## config.mk

```make
export PLATFORM = sky130hd
export DESIGN_NAME = usb_pre_tx_seq
export DESIGN_NICKNAME = d
export VERILOG_FILES = /design/src/rtl/usb_pre_pkg.sv /design/src/rtl/usb_pre_line_enc.sv /design/src/rtl/usb_pre_byte_buf.sv /design/src/rtl/usb_pre_seq_ctrl.sv /design/src/rtl/usb_pre_tx_seq.sv
export SDC_FILE = /design/constraint.sdc
export NUM_CORES = 1
export LEC_CHECK = 0
export ABC_AREA = 0
export BUFFER_PORTS_ARGS = -buffer_cell sky130_fd_sc_hd__buf_4
export CORE_ASPECT_RATIO = 1.2
export CORE_MARGIN = 2
export CORE_UTILIZATION = 59
export DETAILED_ROUTE_END_ITERATION = 10
export PLACE_DENSITY = 0.9
export SLEW_MARGIN = 20
export SYNTH_ARGS = -nofsm -noshare
export SYNTH_HDL_FRONTEND = slang
export SYNTH_SLANG_ARGS = --single-unit
```

## constraint.sdc

```tcl
create_clock -name clk -period 4.3 [get_ports clk]
set_input_delay 0.86 -clock clk [delete_from_list [all_inputs] [get_ports clk]]
set_output_delay 0.86 -clock clk [all_outputs]
set_load 0.005 [all_outputs]
```

## src/rtl/usb_pre_pkg.sv

```systemverilog
package usb_pre_pkg;

   typedef enum logic [1:0] {
      SYM_SE0 = 2'b00,
      SYM_J   = 2'b01,
      SYM_K   = 2'b10
   } line_sym_t;

   typedef enum logic [2:0] {
      CMD_NONE,
      CMD_BIT,
      CMD_STUFF,
      CMD_J,
      CMD_SE0,
      CMD_OFF
   } line_cmd_t;

   typedef enum logic [2:0] {
      ST_IDLE,
      ST_HDR,
      ST_SPACE,
      ST_SYNC,
      ST_DATA,
      ST_EOP
   } seq_state_t;

   localparam int          HDR_LEN  = 16;
   localparam logic [7:0]  SYNC_PAT = 8'h80;
   localparam logic [7:0]  PRE_PID  = 8'h3C;
   localparam logic [15:0] HDR_BITS = {PRE_PID, SYNC_PAT};
   localparam logic [1:0]  SEL_PRE  = 2'b11;

endpackage

```

## src/rtl/usb_pre_line_enc.sv

```systemverilog
module usb_pre_line_enc
   import usb_pre_pkg::*;
#(
   parameter int STUFF_RUN = 6
) (
   input  logic        clk,
   input  logic        rst_n,
   input  line_cmd_t   cmd_i,
   input  logic        cmd_bit_i,
   output logic [1:0]  sym_o,
   output logic        oe_o,
   output logic        stuff_due_o
);

   localparam int ONES_W = $clog2(STUFF_RUN + 1);
   localparam logic [ONES_W-1:0] RUN_C = ONES_W'(STUFF_RUN);

   line_sym_t         sym_q;
   logic              oe_q;
   logic [ONES_W-1:0] ones_q;
   line_sym_t         toggled;

   assign toggled = (sym_q == SYM_J) ? SYM_K : SYM_J;

   always_ff @(posedge clk) begin
      if (!rst_n) begin
         sym_q  <= SYM_J;
         oe_q   <= 1'b0;
         ones_q <= '0;
      end else begin
         case (cmd_i)
            CMD_BIT: begin
               oe_q <= 1'b1;
               if (cmd_bit_i) begin
                  ones_q <= ones_q + 1'b1;
               end else begin
                  sym_q  <= toggled;
                  ones_q <= '0;
               end
            end
            CMD_STUFF: begin
               oe_q   <= 1'b1;
               sym_q  <= toggled;
               ones_q <= '0;
            end
            CMD_J: begin
               oe_q   <= 1'b1;
               sym_q  <= SYM_J;
               ones_q <= '0;
            end
            CMD_SE0: begin
               oe_q   <= 1'b1;
               sym_q  <= SYM_SE0;
               ones_q <= '0;
            end
            CMD_OFF: begin
               oe_q   <= 1'b0;
               sym_q  <= SYM_J;
               ones_q <= '0;
            end
            default: ;
         endcase
      end
   end

   assign sym_o       = sym_q;
   assign oe_o        = oe_q;
   assign stuff_due_o = (ones_q == RUN_C);

endmodule

```

## src/rtl/usb_pre_byte_buf.sv

```systemverilog
module usb_pre_byte_buf #(
   parameter int DATA_W = 8
) (
   input  logic              clk,
   input  logic              rst_n,
   input  logic              clear_i,
   input  logic              open_i,
   input  logic              take_i,
   input  logic [DATA_W-1:0] data_i,
   input  logic              valid_i,
   input  logic              last_i,
   output logic              ready_o,
   output logic              have_o,
   output logic              bit_o
);

   localparam int BIDX_W = $clog2(DATA_W);
   localparam logic [BIDX_W-1:0] BIDX_END = BIDX_W'(DATA_W - 1);

   logic [DATA_W-1:0] sh_q;
   logic [BIDX_W-1:0] bidx_q;
   logic              have_q;
   logic              last_q;

   assign ready_o = open_i && !have_q && !last_q;

   always_ff @(posedge clk) begin
      if (!rst_n || clear_i) begin
         sh_q   <= '0;
         bidx_q <= '0;
         have_q <= 1'b0;
         last_q <= 1'b0;
      end else begin
         if (valid_i && ready_o) begin
            sh_q   <= data_i;
            bidx_q <= '0;
            have_q <= 1'b1;
            last_q <= last_i;
         end
         if (take_i) begin
            if (bidx_q == BIDX_END) begin
               have_q <= 1'b0;
               bidx_q <= '0;
            end else begin
               bidx_q <= bidx_q + 1'b1;
            end
         end
      end
   end

   assign have_o = have_q;
   assign bit_o  = sh_q[bidx_q];

endmodule

```

## src/rtl/usb_pre_seq_ctrl.sv

```systemverilog
module usb_pre_seq_ctrl
   import usb_pre_pkg::*;
#(
   parameter int GAP_FS_BITS  = 4,
   parameter int HOLD_FS_BITS = 1,
   parameter int EOP_SE0_BITS = 2
) (
   input  logic       clk,
   input  logic       rst_n,
   input  logic [1:0] mode_i,
   input  logic       fs_tick_i,
   input  logic       ls_tick_i,
   input  logic       start_req_i,
   input  logic       stuff_due_i,
   input  logic       have_byte_i,
   input  logic       byte_bit_i,
   output line_cmd_t  cmd_o,
   output logic       cmd_bit_o,
   output logic       open_o,
   output logic       take_o,
   output logic       clear_o
);

   localparam int CNT_W = $clog2(GAP_FS_BITS + EOP_SE0_BITS + 10);
   localparam int IDX_W = $clog2(HDR_LEN + 1);
   localparam logic [CNT_W:0]   GAP_C  = (CNT_W+1)'(GAP_FS_BITS);
   localparam logic [CNT_W:0]   HOLD_C = (CNT_W+1)'(HOLD_FS_BITS);
   localparam logic [CNT_W-1:0] EOP_C  = CNT_W'(EOP_SE0_BITS);
   localparam logic [IDX_W-1:0] HDR_END  = IDX_W'(HDR_LEN);
   localparam logic [IDX_W-1:0] SYNC_END = IDX_W'(7);

   seq_state_t       state_q, state_d;
   logic             pre_q, pre_d;
   logic [IDX_W-1:0] idx_q, idx_d;
   logic [CNT_W-1:0] cnt_q, cnt_d;
   logic             pkt_tick;
   logic [CNT_W:0]   elapsed;

   assign pkt_tick = pre_q ? ls_tick_i : fs_tick_i;
   assign elapsed  = {1'b0, cnt_q} + {{CNT_W{1'b0}}, fs_tick_i};
   assign open_o   = (state_q == ST_SYNC) || (state_q == ST_DATA);

   always_comb begin
      state_d   = state_q;
      pre_d     = pre_q;
      idx_d     = idx_q;
      cnt_d     = cnt_q;
      cmd_o     = CMD_NONE;
      cmd_bit_o = 1'b0;
      take_o    = 1'b0;
      clear_o   = 1'b0;
      case (state_q)
         ST_IDLE: begin
            if (fs_tick_i && start_req_i) begin
               clear_o = 1'b1;
               cmd_o   = CMD_BIT;
               idx_d   = IDX_W'(1);
               if (mode_i == SEL_PRE) begin
                  pre_d     = 1'b1;
                  cmd_bit_o = HDR_BITS[0];
                  state_d   = ST_HDR;
               end else begin
                  pre_d     = 1'b0;
                  cmd_bit_o = SYNC_PAT[0];
                  state_d   = ST_SYNC;
               end
            end
         end
         ST_HDR: begin
            if (fs_tick_i) begin
               if (stuff_due_i) begin
                  cmd_o = CMD_STUFF;
               end else if (idx_q == HDR_END) begin
                  cmd_o   = CMD_J;
                  cnt_d   = '0;
                  state_d = ST_SPACE;
               end else begin
                  cmd_o     = CMD_BIT;
                  cmd_bit_o = HDR_BITS[idx_q[3:0]];
                  idx_d     = idx_q + 1'b1;
               end
            end
         end
         ST_SPACE: begin
            if (ls_tick_i && (elapsed >= GAP_C)) begin
               cmd_o     = CMD_BIT;
               cmd_bit_o = SYNC_PAT[0];
               idx_d     = IDX_W'(1);
               state_d   = ST_SYNC;
            end else if (fs_tick_i) begin
               cnt_d = (elapsed >= GAP_C) ? GAP_C[CNT_W-1:0] : elapsed[CNT_W-1:0];
               cmd_o = (elapsed < HOLD_C) ? CMD_J : CMD_OFF;
            end
         end
         ST_SYNC: begin
            if (pkt_tick) begin
               if (stuff_due_i) begin
                  cmd_o = CMD_STUFF;
               end else begin
                  cmd_o     = CMD_BIT;
                  cmd_bit_o = SYNC_PAT[idx_q[2:0]];
                  if (idx_q == SYNC_END) state_d = ST_DATA;
                  else                   idx_d   = idx_q + 1'b1;
               end
            end
         end
         ST_DATA: begin
            if (pkt_tick) begin
               if (stuff_due_i) begin
                  cmd_o = CMD_STUFF;
               end else if (have_byte_i) begin
                  cmd_o     = CMD_BIT;
                  cmd_bit_o = byte_bit_i;
                  take_o    = 1'b1;
               end else begin
                  cmd_o   = CMD_SE0;
                  cnt_d   = CNT_W'(1);
                  state_d = ST_EOP;
               end
            end
         end
         ST_EOP: begin
            if (pkt_tick) begin
               if (cnt_q < EOP_C) begin
                  cmd_o = CMD_SE0;
                  cnt_d = cnt_q + 1'b1;
               end else if (cnt_q == EOP_C) begin
                  cmd_o = CMD_J;
                  cnt_d = cnt_q + 1'b1;
               end else begin
                  cmd_o   = CMD_OFF;
                  state_d = ST_IDLE;
               end
            end
         end
         default: state_d = ST_IDLE;
      endcase
   end

   always_ff @(posedge clk) begin
      if (!rst_n) begin
         state_q <= ST_IDLE;
         pre_q   <= 1'b0;
         idx_q   <= '0;
         cnt_q   <= '0;
      end else begin
         state_q <= state_d;
         pre_q   <= pre_d;
         idx_q   <= idx_d;
         cnt_q   <= cnt_d;
      end
   end

endmodule

```

## src/rtl/usb_pre_tx_seq.sv

```systemverilog
module usb_pre_tx_seq
   import usb_pre_pkg::*;
#(
   parameter int DATA_W       = 8,
   parameter int GAP_FS_BITS  = 4,
   parameter int HOLD_FS_BITS = 1,
   parameter int EOP_SE0_BITS = 2,
   parameter int STUFF_RUN    = 6
) (
   input  logic              clk,
   input  logic              rst_n,
   input  logic [1:0]        xcvr_sel,
   input  logic              fs_bit_en,
   input  logic              ls_bit_en,
   input  logic [DATA_W-1:0] tx_data,
   input  logic              tx_valid,
   input  logic              tx_last,
   output logic              tx_ready,
   output logic [1:0]        line_sym,
   output logic              line_oe
);

   if (GAP_FS_BITS < 4) begin : g_gap_bad
      $error("GAP_FS_BITS must be at least 4");
   end
   if (HOLD_FS_BITS < 1 || HOLD_FS_BITS >= GAP_FS_BITS) begin : g_hold_bad
      $error("HOLD_FS_BITS must be at least 1 and below GAP_FS_BITS");
   end
   if (EOP_SE0_BITS < 1) begin : g_eop_bad
      $error("EOP_SE0_BITS must be at least 1");
   end
   if (DATA_W < 2 || STUFF_RUN < 1) begin : g_width_bad
      $error("DATA_W must be at least 2 and STUFF_RUN at least 1");
   end

   line_cmd_t cmd;
   logic      cmd_bit;
   logic      stuff_due;
   logic      open_win;
   logic      take_bit;
   logic      clear_buf;
   logic      have_byte;
   logic      byte_bit;

   usb_pre_seq_ctrl #(
      .GAP_FS_BITS  (GAP_FS_BITS),
      .HOLD_FS_BITS (HOLD_FS_BITS),
      .EOP_SE0_BITS (EOP_SE0_BITS)
   ) i_ctrl (
      .clk         (clk),
      .rst_n       (rst_n),
      .mode_i      (xcvr_sel),
      .fs_tick_i   (fs_bit_en),
      .ls_tick_i   (ls_bit_en),
      .start_req_i (tx_valid),
      .stuff_due_i (stuff_due),
      .have_byte_i (have_byte),
      .byte_bit_i  (byte_bit),
      .cmd_o       (cmd),
      .cmd_bit_o   (cmd_bit),
      .open_o      (open_win),
      .take_o      (take_bit),
      .clear_o     (clear_buf)
   );

   usb_pre_byte_buf #(
      .DATA_W (DATA_W)
   ) i_buf (
      .clk     (clk),
      .rst_n   (rst_n),
      .clear_i (clear_buf),
      .open_i  (open_win),
      .take_i  (take_bit),
      .data_i  (tx_data),
      .valid_i (tx_valid),
      .last_i  (tx_last),
      .ready_o (tx_ready),
      .have_o  (have_byte),
      .bit_o   (byte_bit)
   );

   usb_pre_line_enc #(
      .STUFF_RUN (STUFF_RUN)
   ) i_enc (
      .clk         (clk),
      .rst_n       (rst_n),
      .cmd_i       (cmd),
      .cmd_bit_i   (cmd_bit),
      .sym_o       (line_sym),
      .oe_o        (line_oe),
      .stuff_due_o (stuff_due)
   );

endmodule

```

==> results of run 1 <==
[cell type report]
| class | instances | share of cell area |
|---|---|---|
| multi-input cells | 217 | 0.5707 |
| flip-flops and latches | 34 | 0.2797 |
| repair buffers | 21 | 0.06478 |
| clock buffers | 6 | 0.03393 |
| well taps | 39 | 0.02005 |
| inverters | 12 | 0.01851 |
| clock inverters | 1 | 0.01234 |
[stage by stage]
step / std cells / setup WS [ns]
5_1_grt: 330 / 0.9035
3_5_place_dp: 323 / 0.7785
2_1_floorplan: 277 / 1.020
6_report: 330 / 1.022
4_1_cts: 330 / 1.051
3_3_place_gp: 323 / 0.8397
[path summary, 6_finish.rpt]
path	from	end	slack, ns	cells past startpoint
min	i_buf.sh_q[4]	i_buf.sh_q[4]	0.46	2
max	fs_bit_en	i_enc.sym_o[0]	1.02	10
min reg2reg	i_buf.sh_q[4]	i_buf.sh_q[4]	0.46	2
max reg2reg	i_ctrl.cnt_q[0]	i_enc.sym_o[0]	1.25	9
[per-layer routing]
metal,track usage,vias to the layer above,part of all wire
met5,0,-,0
met4,0.1338,0,0.034
met3,0.08148,25,0.083
met2,0.4274,100,0.48
met1,0.3619,992,0.40
li1,-,1051,-
[sequential cells by signal, indices dropped and copies added (netlist names), named ones only]
| name | cells |
|---|---|
| i_enc.ones_q | 3 |
| i_buf.last_q | 1 |
| i_enc.oe_o | 1 |
| i_buf.sh_q | 8 |
| i_buf.have_o | 1 |
| i_enc.sym_o | 2 |
| i_ctrl.state_q | 3 |
| i_ctrl.cnt_q | 4 |
| i_ctrl.idx_q | 5 |
| i_buf.bidx_q | 3 |
| i_ctrl.pre_q | 1 |
[worst max-delay path, cell delays in order]
cell and delay, ns:
buf_4 0.14, ha_1 0.23, ha_1 0.21, nor2_1 0.13
a21oi_2 0.08, or4_4 0.43, a32o_2 0.32, or3_4 0.41
mux2_4 0.31, o32a_1 0.35
[report_power, final]
part | total, µW | switching (µW) | internal (µW)
registers | 389 | 42.4 | 347
logic | 371 | 220 | 151
clock network | 300 | 114 | 185
total | 1060 | 377 | 683
[cell usage in the layout, fill, tap and decap left out, types with 6 or more instances in the layout]
cell,n
clkbuf_8,6
inv_1,11
nor3_1,9
a21oi_1,24
nand2_1,30
and2_1,7
buf_4,21
dfxtp_1,34
o21ai_0,8
nor2_1,28
ha_1,11
nand3_1,16
[cells by family after synthesis]
| kind of cell | after synthesis | share of synthesized area |
|---|---|---|
| simple gates | 119 | 0.2770 |
| compound gates | 80 | 0.2533 |
| buf+inv | 26 | 0.04558 |
| fa+ha+maj | 11 | 0.06347 |
| flops | 34 | 0.3139 |
| mux | 7 | 0.04674 |
==> key figures, run 1 <==
Synth
  • Synthesized flop and latch total: 34
  • Netlist cell types: 57
  • Area contributors post-synth: dfxtp_1 (31%), ha_1 (6.3%), a21oi_1 (5.5%), nand2_1 (5.2%), nor2_1 (4.8%)
  • EDFF count, synth: 0
  • Post-synthesis net count: 304
  • Most instantiated library cell after synthesis: dfxtp_1
  • Cell taking the most area after synthesis: dfxtp_1
  • Mapped Avg Cell Area: 7.828 µm²
  • Synth warn: 0
  • Post-synth top cells: dfxtp_1 (34), nand2_1 (30), nor2_1 (28), a21oi_1 (24), nand3_1 (16)
  • Synthesized cell area: 2168 µm²
  • Top FF cell, synth: dfxtp_1
  • Post-synthesis async set-or-reset flop share: 0
  • Post-synthesis cell count: 277
  • Share of the synthesized area in the top cell type: 0.3139
  • Register area share after synthesis: 0.3139

Critical path
  • Critical Path Source Type: primary input
  • Crit. End Element: flop
  • Req. time, crit path: 4.48 ns
  • Critical path class: in -> reg
  • Worst Path Arrival: 3.46 ns
  • Critical path peak fanout: 7

STA
  • Final Max Tran Viols: 0
  • Final hold viol count: 0
  • Fmax achieved: 0.3050 GHz
  • Max Clock Skew: 0.003960 ns
  • Slew at the pin closest to its max-slew limit: 0.7828 ns
  • Final setup viols: 0
  • Period utilisation layout: 0.7624
  • Fin Hold WS: 0.4634 ns
  • Period minus WS final: 3.278 ns
  • Post-Route Setup TNS: 0 ns
  • RSZ-0062 raised after global routing: no
  • Max-slew headroom: 0.4710

Global route
  • Number of global-route vias before repair: 2042
  • Global-route wire length before repair: 9211 µm
  • Largest net degree at the start of global routing: 29
  • GRT Total Usage: 0.2825
  • Initial antenna violation count: 0
  • GR Overflow Total: 0

Pwr
  • Cell area power density: 435.6 nW/µm²
  • Pleak: 0.0009718 µW
  • Worst VDD drop: 0.3187 mV
  • Total power: 1060 µW

Route
  • Vias post-DR: 2168
  • Vias per std cell: 6.570
  • DR pass1 iterations: 7
  • Routed Antenna Nets: 0
  • Drc violations: 0
  • Average wire per standard cell: 16.40 µm
  • Routed wire length: 5411 µm
  • Initial DRC count: 227

Floorplan
  • Starting Density: 0.6068
  • Die area: 4178 µm²
  • Core footprint: 3573 µm²
  • Row count: 24
  • Die H: 70.41 µm
  • Ports: 20
  • Die Wd: 59.34 µm

Clock tree
  • CTS Buf Count: 5
  • Clk sinks: 34
  • Post-CTS Setup Bufs: 0
  • Reg clk slew, reported paths: 0.07 ns
  • Cts hold-fix bufs: 0
  • Max Root-Sink Buffers: 2
  • Root Driver: clkbuf_8
  • Clk Latency, worst-skew pair: 0.29 ns
  • H-tree depth: 2
  • # resized after CTS: 0
  • CTS tree: built

Final layout
  • Flip-flop and latch area: 680.7 µm²
  • Final instance area: 2434 µm²
  • Antenna diode count: 0
  • Layout Nets: 318
  • Layout area overhead: 12.23%
  • Multi-input gate area: 1389 µm²
  • Layout cells sized above 1: 0.1443
  • Filler instances: 305
  • Finished Core Util: 0.6810

Min path
  • Hold Path Class: reg -> reg

Place
  • Gpl congestion: 0.9555
  • Area post-placement: 2321 µm²
  • Hpwl dp: 3841 µm
  • # port buffers: 19

Outcome
  • Outcome: completed

Run
  • Max cap viols: 0
Power figures use the tool's default switching activity.
==> inputs of run 2 (changes only) <==
- CORE_UTILIZATION: 59 -> 53
- PLACE_DENSITY: 0.9 -> 0.86
- clock period: 4.3 -> 3 ns (I/O delays scaled with it)
==> run 2 against run 1 <==
Worst setup slack worse by 0.89 ns. Largest power group is now combinational logic. Worst hold slack worse by 0.00075 ns. Design area up 4.4%. Global-route usage down 2.5 points. Die area up 11%. Critical endpoint unchanged. Critical path type unchanged. Count of clock-buffer cells in the layout unchanged. Sequential share of layout area down 1.2 points. Final cell count up 9.1%. Total power up 42%. Non-clock buffer count up 14. Wire length up 0.70%. Utilization down 3.7 points.
==> key figures, run 2 (synthesis results as in run 1) <==
Final layout
  • Largest reg by FF count: i_buf.sh_q (unchanged)
  • Antenna diode count: 0 (unchanged)
  • Max FFs per register: 8 (unchanged)
  • Layout Nets: 332 (was 318)
  • Layout area overhead: 17.14% (was 12.23%)
  • Layout cells sized above 1: 0.1863 (was 0.1443)
  • Most frequent cells in the layout: buf_4 (35), dfxtp_1 (34), nand2_1 (30) (was dfxtp_1 (34), nand2_1 (30), nor2_1 (28))
  • Final instance area: 2540 µm² (was 2434 µm²)
  • Regs by FF count: i_buf.sh_q x8, i_ctrl.idx_q x5, i_ctrl.cnt_q x4 (unchanged)
  • Commonest non-fill, non-tap cell in the layout: buf_4 (was dfxtp_1)
  • Finished Core Util: 0.6444 (was 0.6810)
  • Filler instances: 373 (was 305)

Clock tree
  • Post-CTS Setup Bufs: 0 (unchanged)
  • Max Root-Sink Buffers: 2 (unchanged)
  • Cts hold-fix bufs: 0 (unchanged)
  • Reg clk slew, reported paths: 0.07 ns (about the same)
  • CTS Buf Count: 5 (unchanged)
  • CTS tree: built (unchanged)
  • # resized after CTS: 0 (unchanged)
  • Root Driver: clkbuf_8 (unchanged)
  • Clk sinks: 34 (unchanged)
  • H-tree depth: 2 (unchanged)
  • Clk Latency, worst-skew pair: 0.30 ns (was 0.29 ns)

Pwr
  • Pleak: 0.001033 µW (was 0.0009718 µW)
  • Total power: 1506 µW (was 1060 µW)
  • Internal power: 946.6 µW (was 683.4 µW)
  • Worst VDD drop: 0.4561 mV (was 0.3187 mV)
  • Cell area power density: 592.8 nW/µm² (was 435.6 nW/µm²)
  • Net Sw Frac: 0.3713 (was 0.3554)
  • Combinational fraction of design power: 0.404 (was 0.350)
  • Clk pwr share: 0.243 (was 0.283)
  • Sequential share of power: 0.353 (was 0.367)
  • Net switching power: 559.0 µW (was 376.8 µW)

Route
  • DR pass1 iterations: 5 (was 7)
  • Initial DRC count: 121 (was 227)
  • Drc violations: 0 (unchanged)
  • Met3 wire length: 284 µm (was 450 µm)
  • Wl on met1: 2324 µm (was 2176 µm)
  • Routed wl met2: 2659 µm (was 2599 µm)
  • Average wire per standard cell: 15.14 µm (was 16.40 µm)
  • Routed wire length: 5449 µm (was 5411 µm)
  • Uppermost routed layer: met4 (unchanged)
  • Vias per std cell: 6.111 (was 6.570)
  • Routed Antenna Nets: 0 (unchanged)
  • Vias post-DR: 2200 (was 2168)

Global route
  • GRT Total Usage: 0.2572 (was 0.2825)
  • Global-route wire length before repair: 9418 µm (was 9211 µm)
  • Largest net degree at the start of global routing: 21 (was 29)
  • GR Overflow Total: 0 (unchanged)
  • Initial antenna violation count: 0 (unchanged)
  • Number of global-route vias before repair: 2058 (was 2042)

Floorplan
  • Die area: 4621 µm² (was 4178 µm²)
  • Ports: 20 (unchanged)
  • Core footprint: 3941 µm² (was 3573 µm²)
  • Starting Density: 0.5502 (was 0.6068)
  • Row count: 25 (was 24)
  • Die H: 74.07 µm (was 70.41 µm)
  • Die Wd: 62.39 µm (was 59.34 µm)

STA
  • Final hold viol count: 0 (unchanged)
  • RSZ-0062 raised after global routing: no (unchanged)
  • Period minus WS final: 2.870 ns
  • Fmax achieved: 0.3485 GHz
  • Final setup viols: 0 (unchanged)
  • Post-Route Setup TNS: 0 ns (unchanged)
  • Final Max Tran Viols: 0 (unchanged)
  • Max-slew headroom: 0.6312 (was 0.4710)
  • Period utilisation layout: 0.9565
  • Slew at the pin closest to its max-slew limit: 0.5508 ns (was 0.7828 ns)
  • Final WS setup: 0.1305 ns (was 1.022 ns)
  • Max Clock Skew: 0.007561 ns (was 0.003960 ns)

Critical path
  • Crit. End Element: flop (unchanged)
  • Worst Path Arrival: 3.05 ns (was 3.46 ns)
  • Critical path peak fanout: 5 (was 7)
  • Critical path class: in -> reg (unchanged)
  • Most common cell on crit path: ha_1 (unchanged)
  • CP cell instances: buf_4 -> ha_1 -> ha_1 -> nor2_1 -> a21oi_2 -> or4_4 -> a32o_2 -> or3_4 -> mux2_4 -> o32a_1 (unchanged)
  • CP max stage cell: or4_4 (unchanged)
  • Critical Path Source Type: primary input (unchanged)
  • Slowest Stage Delay on Critical Path: 0.43 ns (about the same)
  • Worst Path Buf+Inv: 1 (unchanged)
  • CP top delay family: simple AND/OR/NAND/NOR gates (unchanged)
  • Req. time, crit path: 3.18 ns (was 4.48 ns)

Min path
  • Hold Path Class: reg -> reg (unchanged)

Place
  • Hpwl dp: 3927 µm (was 3841 µm)
  • Area post-placement: 2445 µm² (was 2321 µm²)
  • # port buffers: 19 (unchanged)
  • Gpl congestion: 1.002 (was 0.9555)
  • Dpl ws: -0.1597 ns (was 0.7785 ns)

Run
  • Max cap viols: 0 (unchanged)

Outcome
  • Outcome: completed (unchanged)
==> run 2: cell count changes in the layout (fill, tap and decap cells not counted) <==
cell	before	now
clkinvlp_4	0	1
buf_4	21	35
clkinv_2	0	1
bufinv_16	1	0
==> run 2: final cells by class <==
class                           instances  area [µm²]  share of cell area
Multi-Input combinational cell        217        1389              0.5468
Sequential cell                        34       680.7              0.2680
Timing Repair Buffer                   35       262.8              0.1034
Clock buffer                            6       82.58             0.03251
Tap cell                               54       67.56             0.02660
Inverter                               12       45.04             0.01773
Clock inverter                          2       12.51            0.004926
==> run 2: worst reg2reg max path, cell delays in order, from the launching register on <==
cell	delay, ns
dfxtp_1	0.35
ha_1	0.18
ha_1	0.17
and2_1	0.15
a21oi_2	0.09
or4_4	0.43
a32o_2	0.26
or3_4	0.39
mux2_4	0.31
o32a_1	0.34
==> run 2: final timing paths <==
kind / cells after the start / to / slack, ns / startpoint
worst min-delay path: 2 / i_buf.sh_q[3] / 0.46 / i_buf.sh_q[3]
worst min register to register: 2 / i_buf.sh_q[3] / 0.46 / i_buf.sh_q[3]
worst max register to register: 9 / i_enc.sym_o[0] / 0.21 / i_ctrl.cnt_q[0]
worst max-delay path: 10 / i_enc.sym_o[0] / 0.13 / fs_bit_en
==> run 2: power by group through the flow <==
| stage | registers, µW | logic (µW) | clock network [µW] |
|---|---|---|---|
| floorplan | 535 | 403 | 0 |
| global placement | 539 | 583 | 0 |
| detailed placement | 541 | 595 | 0 |
| CTS | 531 | 602 | 367 |
| global route | 541 | 674 | 385 |
| finish | 531 | 609 | 366 |
==> run 2: routing by layer <==
metal / global-route usage / vias to the layer above
met5: 0 / -
met4: 0.1210 / 0
met3: 0.05144 / 18
met2: 0.4565 / 77
met1: 0.3051 / 1018
li1: - / 1087
==> run 2: metrics by stage <==
step                      hold WS, ns  std cells
final                          0.4626        360
after global routing           0.4888        360
after CTS                      0.4635        360
after detailed placement       0.4473        352
after global placement         0.4394        352
after floorplan                0.4331        277
